`config.mk`:
```
export PLATFORM = sky130hd
export DESIGN_NAME = mux_bus_glue
export DESIGN_NICKNAME = d
export VERILOG_FILES = /design/src/rtl/glue_pkg.sv /design/src/rtl/low_addr_capture.sv /design/src/rtl/block_select_dec.sv /design/src/rtl/strobe_qualifier.sv /design/src/rtl/mux_bus_glue.sv
export SDC_FILE = /design/constraint.sdc
export NUM_CORES = 1
export LEC_CHECK = 0
export ABC_AREA = 1
export BUFFER_PORTS_ARGS = -buffer_cell sky130_fd_sc_hd__buf_2
export CORE_MARGIN = 8
export CORE_UTILIZATION = 43
export CTS_CLUSTER_DIAMETER = 150
export DETAILED_ROUTE_END_ITERATION = 8
export PLACE_DENSITY = 0.83
export SLEW_MARGIN = 0
export SYNTH_ARGS = -nofsm -noshare
export SYNTH_HDL_FRONTEND = slang
export SYNTH_HIERARCHICAL = 1
export SYNTH_SLANG_ARGS = --single-unit
```
`constraint.sdc`:
```
create_clock -name clk -period 0.82 [get_ports clk]
set_input_delay 0.164 -clock clk [delete_from_list [all_inputs] [get_ports clk]]
set_output_delay 0.164 -clock clk [all_outputs]
set_load 0.01 [all_outputs]
```
`src/rtl/glue_pkg.sv`:
```
package glue_pkg;

  // Bus strobes after conversion to active-high form.
  typedef struct packed {
    logic code;   // code fetch
    logic rd;     // data read
    logic wr;     // data write
  } strobe_t;

  function automatic strobe_t to_strobes(input logic psen_n, input logic rd_n,
                                         input logic wr_n);
    strobe_t s;
    s.code = ~psen_n;
    s.rd   = ~rd_n;
    s.wr   = ~wr_n;
    return s;
  endfunction

endpackage

```
`src/rtl/low_addr_capture.sv`:
```
module low_addr_capture #(
  parameter int W = 8
) (
  input  logic         clk,
  input  logic         rst,
  input  logic         ale,
  input  logic [W-1:0] d,
  output logic [W-1:0] q
);

  always_ff @(posedge clk) begin
    if (rst)      q <= '0;
    else if (ale) q <= d;
  end

  // capture while the strobe is high
  p_capture_r1: assert property (@(posedge clk) disable iff (rst)
    ale |=> (q == $past(d)));

  // hold while the strobe is low
  p_hold_r2: assert property (@(posedge clk) disable iff (rst)
    !ale |=> $stable(q));

endmodule

```
`src/rtl/block_select_dec.sv`:
```
module block_select_dec #(
  parameter int BLK_BITS = 3,
  localparam int NBLK = 1 << BLK_BITS
) (
  input  logic                clk,
  input  logic                rst,
  input  logic [BLK_BITS-1:0] blk_idx,
  output logic [NBLK-1:0]     sel_n_q
);

  logic [NBLK-1:0] hit;

  for (genvar i = 0; i < NBLK; i++) begin : g_blk
    assign hit[i] = (blk_idx == BLK_BITS'(i));
  end

  always_ff @(posedge clk) begin
    if (rst) sel_n_q <= '1;
    else     sel_n_q <= ~hit;
  end

  // never two blocks at once
  p_sel_onehot0_r3: assert property (@(posedge clk) disable iff (rst)
    $onehot0(~sel_n_q));

  // the selected bit follows the sampled block number
  p_sel_index_r3: assert property (@(posedge clk) disable iff (rst)
    1'b1 |=> (sel_n_q[$past(blk_idx)] == 1'b0));

endmodule

```
`src/rtl/strobe_qualifier.sv`:
```
module strobe_qualifier
  import glue_pkg::*;
#(
  parameter int BLK_BITS = 3,
  parameter int MON_BLK  = 0,
  parameter int USR_BLK  = 1,
  parameter int RAM_BLK  = 4,
  parameter int PER_BLK  = 0
) (
  input  logic                clk,
  input  logic                rst,
  input  logic [BLK_BITS-1:0] blk_idx,
  input  strobe_t             stb,
  input  logic                regsel_in,
  output logic                mon_oe_n,
  output logic                usr_oe_n,
  output logic                ram_ce_n,
  output logic                ram_oe_n,
  output logic                ram_we_n,
  output logic                per_ce_n,
  output logic                per_rd_n,
  output logic                per_wr_n,
  output logic                per_regsel
);

  localparam logic [BLK_BITS-1:0] MON_IDX = BLK_BITS'(MON_BLK);
  localparam logic [BLK_BITS-1:0] USR_IDX = BLK_BITS'(USR_BLK);
  localparam logic [BLK_BITS-1:0] RAM_IDX = BLK_BITS'(RAM_BLK);
  localparam logic [BLK_BITS-1:0] PER_IDX = BLK_BITS'(PER_BLK);

  logic in_mon, in_usr, in_ram, in_per;
  logic mon_d, usr_d, ram_rd_d, ram_wr_d, per_rd_d, per_wr_d;

  assign in_mon = (blk_idx == MON_IDX);
  assign in_usr = (blk_idx == USR_IDX);
  assign in_ram = (blk_idx == RAM_IDX);
  assign in_per = (blk_idx == PER_IDX);

  always_comb begin
    // Code-space ROMs: code-fetch strobe only.
    mon_d    = in_mon & stb.code;
    usr_d    = in_usr & stb.code;
    // Shared RAM: either read-type strobe, masked while a write is active.
    ram_rd_d = in_ram & (stb.code | stb.rd) & ~stb.wr;
    ram_wr_d = in_ram & stb.wr;
    // Data-space peripheral: a code fetch owns the bus, so it blocks reads.
    per_rd_d = in_per & stb.rd & ~stb.code;
    per_wr_d = in_per & stb.wr;
  end

  always_ff @(posedge clk) begin
    if (rst) begin
      mon_oe_n   <= 1'b1;
      usr_oe_n   <= 1'b1;
      ram_ce_n   <= 1'b1;
      ram_oe_n   <= 1'b1;
      ram_we_n   <= 1'b1;
      per_ce_n   <= 1'b1;
      per_rd_n   <= 1'b1;
      per_wr_n   <= 1'b1;
      per_regsel <= 1'b0;
    end else begin
      mon_oe_n   <= ~mon_d;
      usr_oe_n   <= ~usr_d;
      ram_ce_n   <= ~in_ram;
      ram_oe_n   <= ~ram_rd_d;
      ram_we_n   <= ~ram_wr_d;
      per_ce_n   <= ~(per_rd_d | per_wr_d);
      per_rd_n   <= ~per_rd_d;
      per_wr_n   <= ~per_wr_d;
      per_regsel <= regsel_in;
    end
  end

  // monitor ROM only for code fetches in its block
  p_mon_on_r4: assert property (@(posedge clk) disable iff (rst)
    (in_mon && stb.code) |=> !mon_oe_n);
  p_mon_off_r4: assert property (@(posedge clk) disable iff (rst)
    !stb.code |=> mon_oe_n);

  // user ROM only for code fetches in its block
  p_usr_off_r5: assert property (@(posedge clk) disable iff (rst)
    (!in_usr || !stb.code) |=> usr_oe_n);

  // RAM output enable needs a read-type strobe in its block
  p_ram_oe_r6: assert property (@(posedge clk) disable iff (rst)
    (in_ram && stb.rd && !stb.wr) |=> !ram_oe_n);

  // RAM write enable follows the write strobe in its block
  p_ram_we_r7: assert property (@(posedge clk) disable iff (rst)
    (in_ram && stb.wr) |=> !ram_we_n);

  // peripheral chip enable covers exactly its read and write strobes
  p_per_ce_r8: assert property (@(posedge clk) disable iff (rst)
    per_ce_n == (per_rd_n & per_wr_n));

  // no read-type strobe leaves every read enable idle
  p_idle_r10: assert property (@(posedge clk) disable iff (rst)
    (!stb.code && !stb.rd) |=> (mon_oe_n && usr_oe_n && ram_oe_n && per_rd_n));

  // at most one device drives the data bus
  p_one_driver_r10: assert property (@(posedge clk) disable iff (rst)
    $onehot0({~mon_oe_n, ~usr_oe_n, ~ram_oe_n, ~per_rd_n}));

endmodule

```
`src/rtl/mux_bus_glue.sv`:
```
module mux_bus_glue
  import glue_pkg::*;
#(
  parameter int LO_W     = 8,
  parameter int BLK_BITS = 3,
  parameter int MON_BLK  = 0,
  parameter int USR_BLK  = 1,
  parameter int RAM_BLK  = 4,
  parameter int PER_BLK  = 0
) (
  input  logic                     clk,
  input  logic                     rst,
  input  logic                     ale,
  input  logic [LO_W-1:0]          ad_low,
  input  logic [BLK_BITS-1:0]      addr_blk,
  input  logic                     addr_b8,
  input  logic                     psen_n,
  input  logic                     rd_n,
  input  logic                     wr_n,
  output logic [LO_W-1:0]          addr_lo,
  output logic [(1<<BLK_BITS)-1:0] blk_sel_n,
  output logic                     mon_oe_n,
  output logic                     usr_oe_n,
  output logic                     ram_ce_n,
  output logic                     ram_oe_n,
  output logic                     ram_we_n,
  output logic                     per_ce_n,
  output logic                     per_rd_n,
  output logic                     per_wr_n,
  output logic                     per_regsel
);

  strobe_t stb;
  assign stb = to_strobes(psen_n, rd_n, wr_n);

  low_addr_capture #(.W(LO_W)) u_lat (
    .clk (clk),
    .rst (rst),
    .ale (ale),
    .d   (ad_low),
    .q   (addr_lo)
  );

  block_select_dec #(.BLK_BITS(BLK_BITS)) u_dec (
    .clk     (clk),
    .rst     (rst),
    .blk_idx (addr_blk),
    .sel_n_q (blk_sel_n)
  );

  strobe_qualifier #(
    .BLK_BITS (BLK_BITS),
    .MON_BLK  (MON_BLK),
    .USR_BLK  (USR_BLK),
    .RAM_BLK  (RAM_BLK),
    .PER_BLK  (PER_BLK)
  ) u_qual (
    .clk        (clk),
    .rst        (rst),
    .blk_idx    (addr_blk),
    .stb        (stb),
    .regsel_in  (addr_b8),
    .mon_oe_n   (mon_oe_n),
    .usr_oe_n   (usr_oe_n),
    .ram_ce_n   (ram_ce_n),
    .ram_oe_n   (ram_oe_n),
    .ram_we_n   (ram_we_n),
    .per_ce_n   (per_ce_n),
    .per_rd_n   (per_rd_n),
    .per_wr_n   (per_wr_n),
    .per_regsel (per_regsel)
  );

  // the register-select output tracks address bit 8 one edge later
  p_regsel_r9: assert property (@(posedge clk) disable iff (rst)
    1'b1 |=> (per_regsel == $past(addr_b8)));

  // the RAM chip enable matches its block select line
  p_ram_ce_r6: assert property (@(posedge clk) disable iff (rst)
    ram_ce_n == blk_sel_n[RAM_BLK]);

endmodule

```
==> reports/metrics.csv, run 1 <==
stage,metric,value,unit
timing,fmax,1080,MHz
setup_path,crit_required,0.66,ns
drt,via_count,769,
global_routing,antenna_found_initial,0,
pwr,cellPowerDensity,1644,nW/um^2
flow_run,maxCapViolations,0,
final_layout,drive_gt1_share,46.25,%
pwr,p_leak,0.0006697,uW
yosys,yosys_warnings,6,
pwr,p_total,2102,uW
final_layout,fin_nets,179,
clock_tree,numCtsBuffers,3,
floorplanning,dieArea,3749,sq um
yosys,syn_inst,114,
setup_path,r2r-start,u_lat/q[1],
global_routing,gr-total-overflow,0,
timing,fin_hold_ws,0.05122,ns
final_layout,area_growth,45.38,%
setup_path,timing.rr.end,u_lat/q[1],
clock_tree,cts_tree,done,
floorplanning,die_height,61.23,um
drt,drc_errors,0,
setup_path,cp_slowest_cell,dfxtp_2,
yosys,ys_seq_area_share,56.90,%
clock_tree,cts_buffer_depth,2,
yosys,ys_seq_elements,25,
drt,wire_per_inst,10.14,um
clock_tree,cts.sink_count,25,
setup_path,critPathMaxStageDelay,0.35,ns
global_routing,grt_max_degree,17,
timing,final-setup-viol-count,25,
final_layout,layout.cells.most_common,nand2_1,
timing,fin_setup_tns,-2.320,ns
setup_path,crit_path_end_kind,primary output,
timing,finalHoldViolCount,0,
setup_path,ff2ff_path_depth,3,
setup_path,critPathTopFamily,flip-flops,
yosys,synth_area,879.6,sq um
global_routing,grt_pass1_vias,792,
setup_path,crit_type,reg2out,
worst_hold_path,hold_path.class,in2reg,
drt,drt_pass1_iterations,4,
floorplanning,die_w,61.23,um
timing,period_needed,0.9262,ns
placement,dp_hpwl,1490,um
floorplanning,placeableCoreArea,1942,sq um
drt,ant_nets,0,
placement,gp_congestion,0.7084,
clock_tree,clkTransAtPathRegs,0.12,ns
drt,avgViaCountPerCell,4.112,
timing,slew_headroom,82.77,%
yosys,synth_cell_types,10,
placement,dp_slack,0.03172,ns
global_routing,grt_pass1_wl,3118,um
setup_path,crit_cells,1,
status,violations,setup timing,
clock_tree,insertion_delay,0.30,ns
setup_path,critPathLaunchType,flop,
placement,io_buffer_count,42,
timing,worstMarginPinSlew,0.2584,ns
timing,final-max-slew-violation-count,0,
floorplanning,initial_core_util,45.30,%
setup_path,worst-path-buf-inv,1,
setup_path,r2r_slack,0.13,ns
yosys,syn-num-nets,132,
final_layout,n_antenna_cell,0,
timing,skew,0,ns
setup_path,worst-path-max-fanout,2,
status,status,"finished, violations left",
drt,routed_wl,1896,um
yosys,postSynthAreaPerCell,7.716,sq um
clock_tree,htreeDepth,1,
pwr,ir_worst_vdd,1058,uV
final_layout,layout_common_cells,"nand2_1 (28), inv_1 (25), buf_2 (24), nor2_1 (23)",
timing,rsz0062_at_grt,yes,
floorplanning,row_count,16,
timing,fin_ws,-0.1062,ns
setup_path,crit_start,u_lat/q[1],
setup_path,crit_path_end,addr_lo[1],
clock_tree,cts.root.buffer_cell,clkbuf_4,
drt,drt_iter0_markers,26,
setup_path,worstPathCellList,buf_6,
global_routing,track_usage,10.65,%
setup_path,cp.arrival,0.76,ns
floorplanning,io_pins,43,
timing,fin_crit_sh,113.0,%
sequential cells by signal, indices dropped and copies added, names as in the netlist:
name and count:
u_lat/q 8, u_qual/ram_we_n 1, u_qual/usr_oe_n 1, u_qual/per_wr_n 1
u_dec/sel_n_q 8, u_qual/mon_oe_n 1, u_qual/per_rd_n 1, u_qual/ram_ce_n 1
u_qual/per_ce_n 1, u_qual/ram_oe_n 1, u_qual/per_regsel 1
synth_stat cells:
library cell,instances,area (sq um)
nor2_1,23,86.33
nand2_2,2,12.51
inv_1,25,93.84
nand3_1,2,10.01
nor2_2,5,31.28
buf_6,2,22.52
nand4_1,1,6.260
dfxtp_1,25,500.5
nand2_1,28,105.1
nor2_4,1,11.26
routing by layer:
| layer | GRT usage (%) | routed length, um | vias up |
|---|---|---|---|
| li1 | - | - | 412 |
| met1 | 10.31 | 765 | 325 |
| met2 | 19.70 | 867 | 32 |
| met3 | 4.175 | 262 | 0 |
| met4 | 3.987 | 0 | 0 |
| met5 | 0 | 0 | - |
worst min path at each step:
stage,startpoint,end,depth (start not counted)
floorplan,rst,u_qual/per_regsel,1
global placement,wr_n,u_qual/ram_we_n,3
detailed placement,addr_b8,u_qual/per_regsel,3
CTS,addr_b8,u_qual/per_regsel,3
global route,addr_b8,u_qual/per_regsel,3
finish,addr_b8,u_qual/per_regsel,3
repair_timing:
item / 4_1_cts / 5_1_grt
endpoints found under the setup margin: 25 / 25
cloned: 0 / 0
hold buffers: 0 / 0
gates resized for setup: 22 / 15
endpoints found under the hold margin: 0 / 0
setup buffers: 0 / 1
cells by family after synthesis:
family / count (synthesis) / synth area share (%)
buffers and inverters: 27 / 13.23
DFF: 25 / 56.90
and+or+nand+nor: 62 / 29.87
final cells by class:
| cell class | instances | area [sq um] |
|---|---|---|
| Inverter | 25 | 93.84 |
| Clock buffer | 3 | 22.52 |
| Sequential cell | 25 | 523.0 |
| Timing Repair Buffer | 44 | 337.8 |
| Fill cell | 168 | 663.1 |
| Multi-Input combinational cell | 62 | 262.8 |
| Clock inverter | 1 | 5.005 |
| Tap cell | 27 | 33.78 |
per-stage QoR:
stage,util (%),cells,area [sq um]
finish,65.85,187,1279
detailed placement,57.09,182,1109
floorplan,-,114,879.6
global route,65.85,187,1279
CTS,62.76,186,1219
global placement,57.09,182,1109
power breakdown:
| part | internal (uW) | leakage (uW) | switching, uW |
|---|---|---|---|
| clock | 182 | 0.0000177 | 322 |
| sequential | 1270 | 0.000204 | 25.8 |
| combinational | 152 | 0.000448 | 152 |
| total | 1600 | 0.000670 | 500 |
No activity file was read; power rests on OpenSTA's default activity.
==> run 2: changes to the inputs <==
--- a/config.mk
+++ b/config.mk
@@ -7,11 +7,12 @@
 export LEC_CHECK = 0
 export ABC_AREA = 1
 export BUFFER_PORTS_ARGS = -buffer_cell sky130_fd_sc_hd__buf_2
+export CORE_ASPECT_RATIO = 2
 export CORE_MARGIN = 8
-export CORE_UTILIZATION = 43
+export CORE_UTILIZATION = 30
 export CTS_CLUSTER_DIAMETER = 150
 export DETAILED_ROUTE_END_ITERATION = 8
-export PLACE_DENSITY = 0.83
+export PLACE_DENSITY = 0.65
 export SLEW_MARGIN = 0
 export SYNTH_ARGS = -nofsm -noshare
 export SYNTH_HDL_FRONTEND = slang
==> constraint.sdc (replaced) <==
create_clock -name clk -period 0.8 [get_ports clk]
set_input_delay 0.16 -clock clk [delete_from_list [all_inputs] [get_ports clk]]
set_output_delay 0.16 -clock clk [all_outputs]
set_load 0.01 [all_outputs]
==> reports/metrics.csv, run 2 (synthesized netlist as in run 1, its figures left out) <==
stage,metric,value,unit,change
placement,dp_hpwl,1525,um,+2.3%
final_layout,multi_input_area,262.8,sq um,unchanged
placement,place_area,1112,sq um,+0.34%
clock_tree,ctsHoldBuffers,0,,unchanged
pwr,ir_worst_vdd,1067,uV,+0.85%
drt,drt_pass1_iterations,4,,unchanged
final_layout,drive_gt1_share,45.28,%,-0.97 points
final_layout,layout_common_cells,"nand2_1 (28), inv_1 (25), buf_2 (25), nor2_1 (23)",,
pwr,swShare,23.26,%,-0.51 points
placement,io_buffer_count,42,,unchanged
timing,skew,0,ns,unchanged
final_layout,fin_util,44.77,%,-21 points
timing,finalHoldViolCount,0,,unchanged
pwr,combPwrFrac,13.0,%,-1.5 points
setup_path,crit_path_end_kind,primary output,,
status,violations,setup timing,,
final_layout,top_regs,"u_dec/sel_n_q (8), u_lat/q (8)",,
clock_tree,cts.sink_count,25,,unchanged
pwr,internal-power,1796,uW,+12%
setup_path,worstPathCellList,buf_6,,
pwr,p_leak,0.0006706,uW,+0.14%
clock_tree,cts_tree,done,,
pwr,p_seq_share,56.6,%,-5.0 points
floorplanning,die_height,92.58,um,+51%
final_layout,layout.cells.most_common,nand2_1,,
setup_path,critPathMaxStageDelay,0.33,ns,-0.02 ns
clock_tree,clkTransAtPathRegs,0.08,ns,-0.04 ns
setup_path,crit_start,u_lat/q[1],,
final_layout,area_growth,46.23,%,
drt,drc_errors,0,,unchanged
setup_path,crit_cells,1,,unchanged
final_layout,n_fill_cell,308,,+83%
floorplanning,die_w,54.29,um,-11%
timing,fin_hold_ws,0.1028,ns,+0.05159 ns
timing,fin_crit_sh,108.1,%,
timing,final-setup-viol-count,25,,unchanged
setup_path,crit_required,0.64,ns,-0.02 ns
floorplanning,placeableCoreArea,2873,sq um,+48%
global_routing,gr-total-overflow,0,,unchanged
clock_tree,insertion_delay,0.26,ns,-0.04 ns
setup_path,worst-path-buf-inv,1,,unchanged
final_layout,ff_latch_area,521.8,sq um,-0.24%
setup_path,crit_path_end,addr_lo[1],,
timing,fmax,1157,MHz,
timing,final-max-slew-violation-count,0,,unchanged
clock_tree,cts_buffer_depth,2,,unchanged
setup_path,critPathLaunchType,flop,,
pwr,clockPowerShare,30.5,%,+6.5 points
worst_hold_path,hold_path.class,in2reg,,
pwr,p_total,2341,uW,+11%
global_routing,antenna_found_initial,0,,unchanged
clock_tree,htreeDepth,1,,unchanged
floorplanning,io_pins,43,,unchanged
timing,slew_headroom,83.01,%,+0.24 points
floorplanning,dieArea,5026,sq um,+34%
setup_path,cp.arrival,0.70,ns,-0.06 ns
setup_path,ff2ff_path_depth,2,,-1
global_routing,track_usage,7.821,%,-2.8 points
setup_path,timing.rr.end,u_lat/q[6],,
drt,avgViaCountPerCell,3.952,,-3.9%
drt,wire_per_inst,10.26,um,+1.2%
timing,fin_ws,-0.06457,ns,+0.04166 ns
clock_tree,cts.root.buffer_cell,clkbuf_8,,
clock_tree,numCtsBuffers,3,,unchanged
timing,period_needed,0.8646,ns,
drt,drt_iter0_markers,7,,-73%
setup_path,worst-path-max-fanout,2,,unchanged
setup_path,crit_type,reg2out,,
status,status,"finished, violations left",,
timing,worstMarginPinSlew,0.2549,ns,-0.003527 ns
pwr,cellPowerDensity,1820,nW/um^2,+11%
drt,via_count,747,,-2.9%
timing,rsz0062_at_grt,yes,,
setup_path,r2r-start,u_lat/q[6],,
global_routing,grt_pass1_vias,772,,-2.5%
worst_hold_path,whs_path_depth,3,,unchanged
global_routing,grt_max_degree,17,,unchanged
clock_tree,post_cts_buffers,0,,unchanged
placement,gp_congestion,0.6911,,-2.4%
timing,fin_setup_tns,-1.413,ns,+0.9064 ns
pwr,power.switching,544.5,uW,+9.0%
final_layout,n_antenna_cell,0,,unchanged
global_routing,grt_pass1_wl,3063,um,-1.8%
setup_path,r2r_slack,0.22,ns,+0.09 ns
setup_path,critPathTopFamily,flip-flops,,
drt,routed_wl,1939,um,+2.3%
floorplanning,initial_core_util,30.62,%,-15 points
final_layout,final_area,1286,sq um,+0.59%
floorplanning,row_count,28,,+12
flow_run,maxCapViolations,0,,unchanged
drt,ant_nets,0,,unchanged
setup_path,cp_slowest_cell,dfxtp_2,,
final_layout,fin_nets,178,,-0.56%
==> run 2: cell count changes in the layout (fill, tap and decap cells not counted) <==
cell / previous run / this run
buf_4: 2 / 1
buf_2: 24 / 25
dfxtp_1: 7 / 8
clkbuf_8: 0 / 3
buf_6: 18 / 17
dfxtp_2: 18 / 17
clkbuf_4: 3 / 0
==> run 2: power by group through the flow <==
stage / registers (uW) / clock network [uW] / logic [uW]
global placement: 1340 / 0 / 263
finish: 1320 / 713 / 304
floorplan: 1360 / 0 / 125
CTS: 1320 / 744 / 300
global route: 1330 / 811 / 344
detailed placement: 1340 / 0 / 268
==> run 2: layout make-up <==
class	instances	area share (%)
Clock buffer	3	3.210
Clock inverter	1	0.3891
Inverter	25	7.296
Multi-Input combinational cell	62	20.43
Sequential cell	25	40.56
Tap cell	30	2.918
Timing Repair Buffer	43	25.19
==> run 2: per-layer routing <==
layer / share of wire [%] / GRT usage (%) / vias to the layer above
li1: - / - / 410
met1: 41 / 9.479 / 300
met4: 1.1 / 4.339 / 0
met5: 0 / 0 / -
met3: 15 / 3.692 / 2
met2: 43 / 10.87 / 35
==> run 2: worst min path at each step <==
| stage | from | end | slack, ns |
|---|---|---|---|
| after detailed placement | wr_n | u_qual/ram_we_n | 0.38 |
| after floorplan | rst | u_qual/per_regsel | 0.23 |
| after global routing | wr_n | u_qual/ram_we_n | 0.11 |
| after global placement | addr_b8 | u_qual/per_regsel | 0.37 |
| final | wr_n | u_qual/ram_we_n | 0.10 |
| after CTS | addr_b8 | u_qual/per_regsel | 0.1 |
==> run 2: what timing repair did <==
action                                 in CTS  in global routing
resized for setup                          20                 14
gates cloned                                0                  0
endpoints found under the hold margin       0                  0
setup endpoints to repair                  25                 25
==> run 2: metrics by stage <==
stage | setup slack [ns] | cells
finish | -0.06457 | 189
global route | -0.1052 | 189
CTS | -0.07646 | 189
detailed placement | 0.01618 | 185
global placement | 0.02240 | 185
floorplan | 0.1357 | 114
==> run 2: worst min-delay path, stage by stage <==
cell	delay [ns]
buf_2	0.08
inv_1	0.05
nand2_1	0.06
==> run 3: changes to the inputs <==
--- a/config.mk
+++ b/config.mk
@@ -5,14 +5,14 @@
 export SDC_FILE = /design/constraint.sdc
 export NUM_CORES = 1
 export LEC_CHECK = 0
-export ABC_AREA = 1
+export ABC_AREA = 0
 export BUFFER_PORTS_ARGS = -buffer_cell sky130_fd_sc_hd__buf_2
 export CORE_ASPECT_RATIO = 2
 export CORE_MARGIN = 8
 export CORE_UTILIZATION = 30
 export CTS_CLUSTER_DIAMETER = 150
 export DETAILED_ROUTE_END_ITERATION = 8
-export PLACE_DENSITY = 0.65
+export PLACE_DENSITY = 0.58
 export SLEW_MARGIN = 0
 export SYNTH_ARGS = -nofsm -noshare
 export SYNTH_HDL_FRONTEND = slang
==> reports/metrics.csv, run 3 <==
stage,metric,value,unit,change
drt,drt_pass1_iterations,2,,-2
timing,final-max-slew-violation-count,0,,unchanged
global_routing,grt_max_degree,20,,+3
yosys,synth_cell_types,19,,+9
setup_path,critPathLaunchType,input pin,,
final_layout,layout.cells.most_common,buf_2,,
pwr,cellPowerDensity,1823,nW/um^2,+0.17%
drt,routed_wl,2027,um,+4.5%
yosys,syn-num-nets,86,,-35%
yosys,synth_top_area_cell,dfxtp_1,,
setup_path,critPathMaxStageDelay,0.54,ns,+0.21 ns
final_layout,area_growth,59.75,%,
final_layout,n_fill_cell,234,,-24%
drt,ant_nets,0,,unchanged
clock_tree,htreeDepth,1,,unchanged
final_layout,n_antenna_cell,0,,unchanged
final_layout,layout_common_cells,"buf_2 (24), buf_6 (19), dfxtp_2 (17), nor2_1 (9)",,
setup_path,worst-path-max-fanout,3,,+1
setup_path,worstPathCellList,"buf_6, or4b_4, or3_1",,
timing,period_needed,0.9622,ns,+0.09768 ns
flow_run,maxCapViolations,0,,unchanged
timing,skew,0,ns,unchanged
placement,dp_slack,-0.4587,ns,-0.4748 ns
floorplanning,die_w,52.42,um,-3.4%
floorplanning,row_count,26,,-7.1%
placement,io_buffer_count,42,,unchanged
timing,final-setup-viol-count,27,,+8.0%
yosys,synthMuxAreaShare,10.06,%,+10 points
clock_tree,numCtsBuffers,3,,unchanged
yosys,synthXorXnorAreaFrac,0,%,unchanged
final_layout,fin_nets,138,,-22%
drt,drt_iter0_markers,3,,-4
floorplanning,die_height,88.84,um,-4.0%
floorplanning,placeableCoreArea,2537,sq um,-12%
placement,dp_hpwl,1614,um,+5.9%
yosys,syn_inst,68,,-40%
clock_tree,clkTransAtPathRegs,0.08,ns,about the same
global_routing,use_met3,2.020,%,-1.7 points
yosys,synth-simple-area-share,22.64,%,-7.2 points
yosys,synth_top_family_by_area,simple AND/OR/NAND/NOR gates,,
yosys,synthAdderAreaFrac,0,%,unchanged
yosys,yosys_warnings,6,,unchanged
timing,worstMarginPinSlew,0.2237,ns,-0.03122 ns
setup_path,crit_path_end_kind,flop,,
pwr,p_total,2317,uW,-1.0%
floorplanning,initial_core_util,31.36,%,+0.74 points
global_routing,gr-max-usage-layer,met2,,
pwr,p_leak,0.0005726,uW,-15%
drt,drc_errors,0,,unchanged
timing,fin_ws,-0.1622,ns,-0.09768 ns
timing,fmax,1039,MHz,-10%
yosys,synth_top_area_share,62.89,%,+6.0 points
global_routing,antenna_found_initial,0,,unchanged
setup_path,crit_required,0.95,ns,+0.31 ns
global_routing,track_usage,9.572,%,+1.8 points
final_layout,ff_latch_area,521.8,sq um,unchanged
timing,finalHoldViolCount,0,,unchanged
global_routing,gr-total-overflow,0,,unchanged
pwr,ir_worst_vdd,897.7,uV,-16%
status,status,"finished, violations left",,
setup_path,cp.arrival,1.11,ns,+0.41 ns
floorplanning,dieArea,4657,sq um,-7.3%
yosys,synth_top_flop_cell,dfxtp_1,,
clock_tree,cts.sink_count,25,,unchanged
floorplanning,io_pins,43,,unchanged
timing,slew_headroom,85.09,%,+2.1 points
final_layout,drive_gt1_share,61.34,%,+16 points
clock_tree,insertion_delay,0.26,ns,about the same
setup_path,cp_slowest_cell,or4b_4,,
drt,via_count,677,,-9.4%
yosys,yosys-top-cells-count,"dfxtp_1 (25), nor2_1 (9), mux2i_1 (8)",,
yosys,postSynthAreaPerCell,11.70,sq um,+52%
yosys,synthArstFlopShare,0,%,unchanged
yosys,ys_seq_elements,25,,unchanged
final_layout,multi_input_area,274.0,sq um,+4.3%
yosys,synth_compound_area_share,0.6289,%,+0.63 points
clock_tree,ctsHoldBuffers,0,,unchanged
yosys,synth_edf_count,0,,unchanged
setup_path,crit_type,in2reg,,
timing,rsz0062_at_grt,yes,,
yosys,synth.area.top_cells,"dfxtp_1 (63%), mux2i_1 (10%), nor2_1 (4.2%)",,
global_routing,grt_pass1_wl,3312,um,+8.1%
drt,wire_per_inst,13.79,um,+34%
timing,fin_crit_sh,120.3,%,+12 points
global_routing,gr-usage-met2,17.59,%,+6.7 points
yosys,synthMostInstantiatedCell,dfxtp_1,,
final_layout,fin_util,50.10,%,+5.3 points
final_layout,top_regs,"u_dec/sel_n_q (8), u_lat/q (8)",,
global_routing,grt_pass1_vias,739,,-4.3%
timing,fin_hold_ws,0.1161,ns,+0.01324 ns
yosys,synth_area,795.8,sq um,-9.5%
placement,gp_congestion,0.8145,,+18%
worst_hold_path,hold_path.class,in2reg,,
drt,avgViaCountPerCell,4.605,,+17%
status,violations,setup timing,,
clock_tree,cts.root.buffer_cell,clkbuf_8,,
yosys,ys_seq_area_share,62.89,%,+6.0 points
clock_tree,cts_tree,done,,
clock_tree,cts_buffer_depth,2,,unchanged
global_routing,grt_use_met1,8.203,%,-1.3 points
==> run 3: cell count changes in the layout (fill, tap and decap cells not counted), sizes merged, moves of 2 or more <==
cell,delta
buf,+6
inv,-21
mux2i,+8
nand2,-27
nand4bb,+3
nor2,-20
nor2b,+2
or4b,+4
==> run 3: repair_timing <==
| item | 4_1_cts | 5_1_grt |
|---|---|---|
| gates resized for setup | 21 | 16 |
| setup endpoints to repair | 27 | 29 |
| buffers inserted | 1 | 1 |
| pin swaps | 1 | 3 |
==> run 3: power by group <==
part	internal [uW]	leakage, uW	switching [uW]
combinational	166	0.000343	125
clock	347	0.0000255	363
sequential	1290	0.000204	22.3
==> run 3: metal layers <==
layer  part of all wire [%]  vias to the layer above  wire length (um)
met5                      0                        -                 0
met4                    3.5                        0                71
met3                    9.0                        5               183
met2                     55                       29              1122
met1                     32                      311               650
li1                       -                      332                 -
==> run 3: critical path, delay by kind of cell <==
| family | cells | cell delay (ns) |
|---|---|---|
| simple gates | 2 | 0.86 |
| buf+inv | 1 | 0.09 |
==> run 3: layout make-up <==
cell class	count	area share, %
clock inverter	1	0.3937
clock buffer	3	3.248
inverter	4	1.181
multi-input combinational	37	21.56
timing repair buffer	49	29.82
tap	28	2.756
sequential	25	41.04
==> run 3: final timing paths <==
path,start,end,slack [ns],cells after the start
min,addr_b8,u_qual/per_regsel,0.12,2
min reg2reg,u_lat/q[4],u_lat/q[4],0.50,2
max,addr_blk[0],u_qual/ram_oe_n,-0.16,3
max reg2reg,u_lat/q[5],u_lat/q[5],0.08,3
==> run 3: logic make-up (layout without fill, tap and decap cells) <==
| logic type | count (synthesis) | count (layout) |
|---|---|---|
| and+or+nand+nor | 28 | 28 |
| DFF | 25 | 25 |
| muxes | 8 | 8 |
| buffers and inverters | 6 | 57 |
| AOI/OAI and AO/OA | 1 | 1 |
==> run 3: per-stage QoR <==
stage          area [sq um]  cells  setup TNS (ns)
5_1_grt                1271    147          -2.521
4_1_cts                1214    147          -2.027
6_report               1271    147          -1.625
3_3_place_gp           1077    142          -2.858
3_5_place_dp           1077    142          -2.957
2_1_floorplan         802.0     68         -0.5767
